## config.mk

```make
export PLATFORM = sky130hd
export DESIGN_NAME = wdt_feed_top
export DESIGN_NICKNAME = d
export VERILOG_FILES = /design/src/rtl/wdt_feed_pkg.sv /design/src/rtl/wdt_feed_fsm.sv /design/src/rtl/wdt_ctrl_shadow.sv /design/src/rtl/wdt_tick_gen.sv /design/src/rtl/wdt_down_counter.sv /design/src/rtl/wdt_feed_top.sv
export SDC_FILE = /design/constraint.sdc
export NUM_CORES = 1
export LEC_CHECK = 0
export ABC_CLOCK_PERIOD_IN_PS = 4600
export CAP_MARGIN = 0
export CORE_MARGIN = 4
export CORE_UTILIZATION = 45
export CTS_CLUSTER_SIZE = 12
export DETAILED_ROUTE_END_ITERATION = 7
export HOLD_SLACK_MARGIN = 0.08
export SLEW_MARGIN = 20
export SYNTH_ARGS = -nofsm -noshare
export SYNTH_HDL_FRONTEND = slang
export SYNTH_SLANG_ARGS = --single-unit
```

## constraint.sdc

```tcl
create_clock -name clk_i -period 4.6 [get_ports clk_i]
set_input_delay 0.92 -clock clk_i [delete_from_list [all_inputs] [get_ports clk_i]]
set_output_delay 0.92 -clock clk_i [all_outputs]
set_load 0.1 [all_outputs]
```

## src/rtl/wdt_feed_pkg.sv

```systemverilog
package wdt_feed_pkg;
  localparam int unsigned DATA_W = 8;
  localparam int unsigned ADDR_W = 2;

  localparam logic [ADDR_W-1:0] REG_CTRL  = 2'd0;
  localparam logic [ADDR_W-1:0] REG_LIMIT = 2'd1;
  localparam logic [ADDR_W-1:0] REG_KEY1  = 2'd2;
  localparam logic [ADDR_W-1:0] REG_KEY2  = 2'd3;

  localparam logic [DATA_W-1:0] FEED_KEY1 = 8'hA5;
  localparam logic [DATA_W-1:0] FEED_KEY2 = 8'h5A;

  typedef struct packed {
    logic [2:0] pre;
    logic [1:0] rsvd;
    logic       run;
    logic       tof;
    logic       clk_sel;
  } wdt_ctrl_t;

  typedef enum logic [1:0] {
    FS_IDLE      = 2'd0,
    FS_CTRL_WAIT = 2'd1,
    FS_KEY1_OK   = 2'd2
  } feed_state_e;
endpackage

```

## src/rtl/wdt_feed_fsm.sv

```systemverilog
module wdt_feed_fsm
  import wdt_feed_pkg::*;
(
  input  logic              clk_i,
  input  logic              rst_ni,
  input  logic              wr_en_i,
  input  logic [ADDR_W-1:0] wr_addr_i,
  input  logic [DATA_W-1:0] wr_data_i,
  input  logic              flush_i,
  output logic              feed_ok_o,
  output logic              feed_err_o,
  output logic              ctrl_wait_o
);
  feed_state_e state_q, state_d;
  logic key1_hit, key2_hit;

  assign key1_hit = (wr_addr_i == REG_KEY1) && (wr_data_i == FEED_KEY1);
  assign key2_hit = (wr_addr_i == REG_KEY2) && (wr_data_i == FEED_KEY2);

  always_comb begin
    state_d    = state_q;
    feed_ok_o  = 1'b0;
    feed_err_o = 1'b0;
    if (wr_en_i) begin
      unique case (state_q)
        FS_IDLE: begin
          if (wr_addr_i == REG_CTRL)      state_d = FS_CTRL_WAIT;
          else if (key1_hit)              state_d = FS_KEY1_OK;
          else if (wr_addr_i != REG_LIMIT) feed_err_o = 1'b1;
        end
        FS_CTRL_WAIT: begin
          if (key1_hit) state_d = FS_KEY1_OK;
          else          feed_err_o = 1'b1;
        end
        FS_KEY1_OK: begin
          if (key2_hit) begin
            feed_ok_o = 1'b1;
            state_d   = FS_IDLE;
          end else begin
            feed_err_o = 1'b1;
          end
        end
        default: state_d = FS_IDLE;
      endcase
      if (feed_err_o) state_d = FS_IDLE;
    end
  end

  always_ff @(posedge clk_i or negedge rst_ni) begin
    if (!rst_ni)      state_q <= FS_IDLE;
    else if (flush_i) state_q <= FS_IDLE;
    else              state_q <= state_d;
  end

  assign ctrl_wait_o = (state_q == FS_CTRL_WAIT);
endmodule

```

## src/rtl/wdt_ctrl_shadow.sv

```systemverilog
module wdt_ctrl_shadow
  import wdt_feed_pkg::*;
#(
  parameter logic [DATA_W-1:0] RST_CTRL = 8'hE5
) (
  input  logic              clk_i,
  input  logic              rst_ni,
  input  logic              ctrl_wr_i,
  input  logic [DATA_W-1:0] wr_data_i,
  input  logic              commit_i,
  input  logic              discard_i,
  input  logic              set_tof_i,
  output wdt_ctrl_t         active_o,
  output logic              tof_o
);
  wdt_ctrl_t shadow_q, active_q;
  logic      pend_q, tof_q;
  logic      apply;

  assign apply = commit_i && pend_q;

  always_ff @(posedge clk_i or negedge rst_ni) begin
    if (!rst_ni) begin
      shadow_q <= wdt_ctrl_t'(RST_CTRL);
      pend_q   <= 1'b0;
    end else if (discard_i) begin
      pend_q   <= 1'b0;
    end else if (ctrl_wr_i) begin
      shadow_q <= wdt_ctrl_t'(wr_data_i);
      pend_q   <= 1'b1;
    end else if (commit_i) begin
      pend_q   <= 1'b0;
    end
  end

  always_ff @(posedge clk_i or negedge rst_ni) begin
    if (!rst_ni)    active_q <= wdt_ctrl_t'(RST_CTRL);
    else if (apply) active_q <= shadow_q;
  end

  // flag: any watchdog reset sets it; only a committed 0 clears it
  always_ff @(posedge clk_i or negedge rst_ni) begin
    if (!rst_ni)                      tof_q <= 1'b0;
    else if (set_tof_i)               tof_q <= 1'b1;
    else if (apply && !shadow_q.tof)  tof_q <= 1'b0;
  end

  assign active_o = active_q;
  assign tof_o    = tof_q;
endmodule

```

## src/rtl/wdt_tick_gen.sv

```systemverilog
module wdt_tick_gen #(
  parameter int unsigned PRE_W       = 3,
  parameter int unsigned PRE_BASE    = 5,
  parameter int unsigned SRC_DIV_W   = 5,
  parameter int unsigned SYNC_STAGES = 2
) (
  input  logic             clk_i,
  input  logic             rst_ni,
  input  logic             wdclk_i,
  input  logic             clk_sel_i,
  input  logic [PRE_W-1:0] pre_i,
  input  logic             run_i,
  input  logic             clear_i,
  output logic             dec_tick_o
);
  localparam int unsigned PSC_W = PRE_BASE + (1 << PRE_W) - 1;

  logic [SYNC_STAGES:0]  sync_q;
  logic [SRC_DIV_W-1:0]  div_q;
  logic [PSC_W-1:0]      psc_q, psc_last;
  logic                  osc_rise, pclk_tick, src_tick;

  always_ff @(posedge clk_i or negedge rst_ni) begin
    if (!rst_ni) sync_q <= '0;
    else         sync_q <= {sync_q[SYNC_STAGES-1:0], wdclk_i};
  end
  assign osc_rise = sync_q[SYNC_STAGES-1] && !sync_q[SYNC_STAGES];

  always_ff @(posedge clk_i or negedge rst_ni) begin
    if (!rst_ni)      div_q <= '0;
    else if (clear_i) div_q <= '0;
    else if (run_i)   div_q <= div_q + 1'b1;
  end
  assign pclk_tick = run_i && (&div_q);

  assign src_tick = clk_sel_i ? (run_i && osc_rise) : pclk_tick;

  always_comb psc_last = (PSC_W'(1) << (PRE_BASE + 32'(pre_i))) - PSC_W'(1);

  always_ff @(posedge clk_i or negedge rst_ni) begin
    if (!rst_ni)       psc_q <= '0;
    else if (clear_i)  psc_q <= '0;
    else if (src_tick) psc_q <= (psc_q == psc_last) ? '0 : psc_q + 1'b1;
  end

  assign dec_tick_o = src_tick && (psc_q == psc_last);
endmodule

```

## src/rtl/wdt_down_counter.sv

```systemverilog
module wdt_down_counter #(
  parameter int unsigned        CNT_W     = 8,
  parameter logic [CNT_W-1:0]   RST_COUNT = '1
) (
  input  logic             clk_i,
  input  logic             rst_ni,
  input  logic             reload_i,
  input  logic [CNT_W-1:0] limit_i,
  input  logic             dec_i,
  input  logic             run_i,
  output logic [CNT_W-1:0] count_o,
  output logic             underflow_o
);
  logic [CNT_W-1:0] cnt_q;

  assign underflow_o = dec_i && run_i && (cnt_q == '0);

  always_ff @(posedge clk_i or negedge rst_ni) begin
    if (!rst_ni)                 cnt_q <= RST_COUNT;
    else if (reload_i)           cnt_q <= limit_i;
    else if (dec_i && run_i)     cnt_q <= (cnt_q == '0) ? limit_i : cnt_q - 1'b1;
  end

  assign count_o = cnt_q;
endmodule

```

## src/rtl/wdt_feed_top.sv

```systemverilog
module wdt_feed_top
  import wdt_feed_pkg::*;
#(
  parameter int unsigned       PRE_W       = 3,
  parameter int unsigned       PRE_BASE    = 5,
  parameter int unsigned       SRC_DIV_W   = 5,
  parameter int unsigned       SYNC_STAGES = 2,
  parameter int unsigned       RST_CYCLES  = 4,
  parameter logic [DATA_W-1:0] RST_CTRL    = 8'hE5,
  parameter logic [DATA_W-1:0] RST_LIMIT   = 8'hFF
) (
  input  logic              clk_i,
  input  logic              rst_ni,
  input  logic              wdclk_i,
  input  logic              wr_en_i,
  input  logic [ADDR_W-1:0] wr_addr_i,
  input  logic [DATA_W-1:0] wr_data_i,
  output logic              wdt_rst_o,
  output logic              wdtof_o,
  output logic [DATA_W-1:0] count_o
);
  localparam int unsigned PULSE_W = $clog2(RST_CYCLES + 1);

  logic              feed_ok, feed_err, ctrl_wait;
  logic              underflow, wd_event, dec_tick, restart;
  logic [DATA_W-1:0] limit_q;
  logic [PULSE_W-1:0] pulse_q;
  wdt_ctrl_t         ctrl;

  assign wd_event = feed_err || underflow;
  assign restart  = feed_ok || wd_event;

  wdt_feed_fsm u_fsm (
    .clk_i      (clk_i),
    .rst_ni     (rst_ni),
    .wr_en_i    (wr_en_i),
    .wr_addr_i  (wr_addr_i),
    .wr_data_i  (wr_data_i),
    .flush_i    (underflow),
    .feed_ok_o  (feed_ok),
    .feed_err_o (feed_err),
    .ctrl_wait_o(ctrl_wait)
  );

  wdt_ctrl_shadow #(.RST_CTRL(RST_CTRL)) u_shadow (
    .clk_i    (clk_i),
    .rst_ni   (rst_ni),
    .ctrl_wr_i(wr_en_i && (wr_addr_i == REG_CTRL) && !feed_err),
    .wr_data_i(wr_data_i),
    .commit_i (feed_ok),
    .discard_i(wd_event),
    .set_tof_i(wd_event),
    .active_o (ctrl),
    .tof_o    (wdtof_o)
  );

  always_ff @(posedge clk_i or negedge rst_ni) begin
    if (!rst_ni)                                    limit_q <= RST_LIMIT;
    else if (wr_en_i && (wr_addr_i == REG_LIMIT))   limit_q <= wr_data_i;
  end

  wdt_tick_gen #(
    .PRE_W      (PRE_W),
    .PRE_BASE   (PRE_BASE),
    .SRC_DIV_W  (SRC_DIV_W),
    .SYNC_STAGES(SYNC_STAGES)
  ) u_tick (
    .clk_i     (clk_i),
    .rst_ni    (rst_ni),
    .wdclk_i   (wdclk_i),
    .clk_sel_i (ctrl.clk_sel),
    .pre_i     (ctrl.pre),
    .run_i     (ctrl.run),
    .clear_i   (restart),
    .dec_tick_o(dec_tick)
  );

  wdt_down_counter #(.CNT_W(DATA_W), .RST_COUNT(RST_LIMIT)) u_cnt (
    .clk_i      (clk_i),
    .rst_ni     (rst_ni),
    .reload_i   (restart),
    .limit_i    (limit_q),
    .dec_i      (dec_tick),
    .run_i      (ctrl.run),
    .count_o    (count_o),
    .underflow_o(underflow)
  );

  always_ff @(posedge clk_i or negedge rst_ni) begin
    if (!rst_ni)            pulse_q <= '0;
    else if (wd_event)      pulse_q <= PULSE_W'(RST_CYCLES);
    else if (pulse_q != '0) pulse_q <= pulse_q - 1'b1;
  end

  assign wdt_rst_o = (pulse_q != '0);
endmodule

```

==> summary.txt <==
Rows: 29
RSZ-0062 raised after global routing: false
Crit path max fanout: 4
Synth top area share: 0.229
Max Root-Sink Buffers: 2
CP Class: flop to primary output
Clock net sink count: 54
Number of diodes: 0
Final Hold Fails: 0
GRT Total Usage: 0.166
# IOs: 24
Fmax: 315 MHz
Synth unique cells: 73
Max_cap viols: 0
Comb power frac: 0.311
Worst-margin pin slew: 0.980 ns
Max incr delay on CP: 1.17 ns
Synth Cell Area: 0.00306 mm²
CP Buf/Inv Count: 2
Syn avg cell area: 10.5 µm²
Dpl ws: 1.34 ns
Vias per inst: 6.01
# port buffers: 23
CTS Buf Count: 5
CP max stage cell: clkdlybuf4s50_1
Worst-path clk slew: 0.10 ns
Later-pin clock latency in the skew report: 0.31 ns
Status: finished clean
WP data required: 3.68 ns
Setup repair bufs after CTS: 0
Worst-path cell chain: inv_1 -> ha_1 -> nand2b_1 -> clkdlybuf4s50_1
Largest net degree at the start of global routing: 29
Worst R2R End: u_cnt.count_o[7]
CP Data Arrival Time: 2.25 ns
Worst Skew: 0.00998 ns
Hold path depth: 0
Rel. slew slack: 0.345
Final worst setup slack: 1.43 ns
Synth Net Count: 311
R2r startpoint: u_tick.div_q[0]
Yosys warns: 0
Final Setup Violations: 0
Residual DRC count: 0
CTS Hold Bufs: 0
Vias in the first global route: 2206
Hold Path Class: flop to flop
GPL Wtd Cong: 0.791
Total die area: 0.00817 mm²
Post-cts resize count: 0
Post-synth ARST share: 1.00
Clock power frac: 0.215
Most common cell after layout, fill and taps aside: dfrtp_1
Element type at the critical path end: primary output
Routed Antenna Nets: 0
Startpoint types: flop
Setup_tns: 0 ns
Die Height: 90.4 µm
Synth area leader: dfrtp_1
CTS tree: yes
Critical path's top delay family: buffers and inverters
Avg WL per Cell: 17.2 µm
Mapped Cells: 290
P_sw: 0.459 mW
#FFs+latches synth: 54
WL final: 6640 µm
Die width: 90.4 µm
Sw Share: 0.358
Total gr overflow: 0
Leakage: 1.40 nW
DPL Wire Length: 4840 µm
Hold Startpoint: u_tick.sync_q[0]
DRT Pass-1 Iters: 4
Slew Limit Fails: 0
Antenna violations before repair: 0
Most frequent cells in the layout: 28 x dfrtp_1, 26 x dfstp_2, 22 x clkdlybuf4s50_1
Hold Crit Endpoint: u_tick.sync_q[1]
Placeable core area: 0.00646 mm²
Synth top area cells: dfrtp_1 23%, dfstp_2 22%, mux2_2 7.0%
First-pass GRT wire length: 11100 µm
Worst Reg2Reg Path Length in Cells: 8
Layout cells sized above 1: 0.236
Total power: 1.28 mW
R2R setup slack: 2.18 ns
EDFF count, synth: 0
Worst VDD drop: 334 µV
Ys flop type: dfrtp_1
Reg power frac: 0.474
Register area share after synthesis: 0.453
Crit path time final: 3.17 ns
P&R area growth vs syn: 11.5%
Nets@finish: 329
Finished Cell Area: 0.00341 mm²
Internal power: 0.823 mW
Via count: 2320
Placed Area: 0.00331 mm²
# H-tree levels: 2
Initial core utilization: 0.473
Initial DRC Count: 109
Pwr dens: 376 mW/mm²
Fin crit share: 0.689
CTS root buf: clkbuf_8
Final hold slack: 0.358 ns
[through the flow]
stage | util | cells
6_report | 0.528 | 386
5_1_grt | 0.528 | 386
4_1_cts | 0.527 | 386
3_5_place_dp | 0.513 | 378
3_3_place_gp | 0.513 | 378
2_1_floorplan | - | 290
[Yosys cell counts (6+ instances only)]
master and n:
mux2_2 19, nand4_1 6, nor3_1 6, ha_1 7, o21ai_0 13, nand2_1 16, or3_1 10, nor2_1 15
a21oi_1 21, inv_1 12, dfrtp_1 28, dfstp_2 26
[area by class of cell]
| class | count | area [µm²] |
|---|---|---|
| Timing Repair Buffer | 24 | 233 |
| Inverter | 12 | 45.0 |
| Clock buffer | 7 | 86.3 |
| Sequential cell | 54 | 1380 |
| Tap cell | 77 | 96.3 |
| Fill cell | 602 | 3050 |
| Multi-Input combinational cell | 211 | 1560 |
| Clock inverter | 1 | 5.00 |
[metal layers]
metal | wire (µm) | vias up | track usage | part of all wire
met4 | 25 | 0 | 0.0485 | 0.0038
met2 | 3030 | 61 | 0.260 | 0.46
met5 | 0 | - | 0 | 0
li1 | - | 1130 | - | -
met1 | 3270 | 1127 | 0.231 | 0.49
met3 | 309 | 2 | 0.0342 | 0.047
[kinds of logic after synthesis]
kind of cell               after synthesis  share of synthesized area
xor gates and xnor gates                 5                     0.0143
DFF                                     54                      0.453
AOI/OAI and AO/OA                       75                      0.178
adders and majority gates                7                     0.0287
buffers and inverters                   25                     0.0385
muxes                                   22                     0.0798
and+or+nand+nor                        102                      0.208
[state kept, by name (all words and copies together) (netlist names)]
| signal | cells |
|---|---|
| u_tick.psc_q | 12 |
| limit_q | 8 |
| u_cnt.count_o | 8 |
| u_shadow.shadow_q | 6 |
| u_shadow.active_o | 5 |
| u_tick.div_q | 5 |
| pulse_q | 3 |
| u_tick.sync_q | 3 |
| u_fsm.state_q | 2 |
| u_shadow.pend_q | 1 |
| u_shadow.tof_o | 1 |
[worst reg2reg max path: stages, from the launching register on]
cell and delay, ns:
dfrtp_1 0.39, ha_1 0.17, and3_1 0.16, ha_1 0.15, nand3b_2 0.15, a21o_4 0.29, or4_4 0.49, o311a_1 0.30
a211o_1 0.26
[power groups by stage]
stage / registers [mW] / logic, mW / clock network [mW]
after floorplan: 0.723 / 0.187 / 0
final: 0.607 / 0.399 / 0.276
after CTS: 0.607 / 0.402 / 0.292
after global placement: 0.614 / 0.396 / 0
after global routing: 0.615 / 0.431 / 0.308
after detailed placement: 0.616 / 0.400 / 0
[worst max-delay path by stage]
stage / cells after the start / endpoint / start / slack [ns]
after floorplan: 5 / u_shadow.shadow_q[1] / wr_data_i[5] / 2.07
after global placement: 6 / u_shadow.shadow_q[1] / wr_data_i[6] / 1.32
after detailed placement: 6 / u_shadow.shadow_q[1] / wr_data_i[6] / 1.34
after CTS: 4 / wdt_rst_o / pulse_q[0] / 1.41
after global routing: 4 / wdt_rst_o / pulse_q[0] / 1.33
final: 4 / wdt_rst_o / pulse_q[0] / 1.43
(Power assumes the default switching activity.)
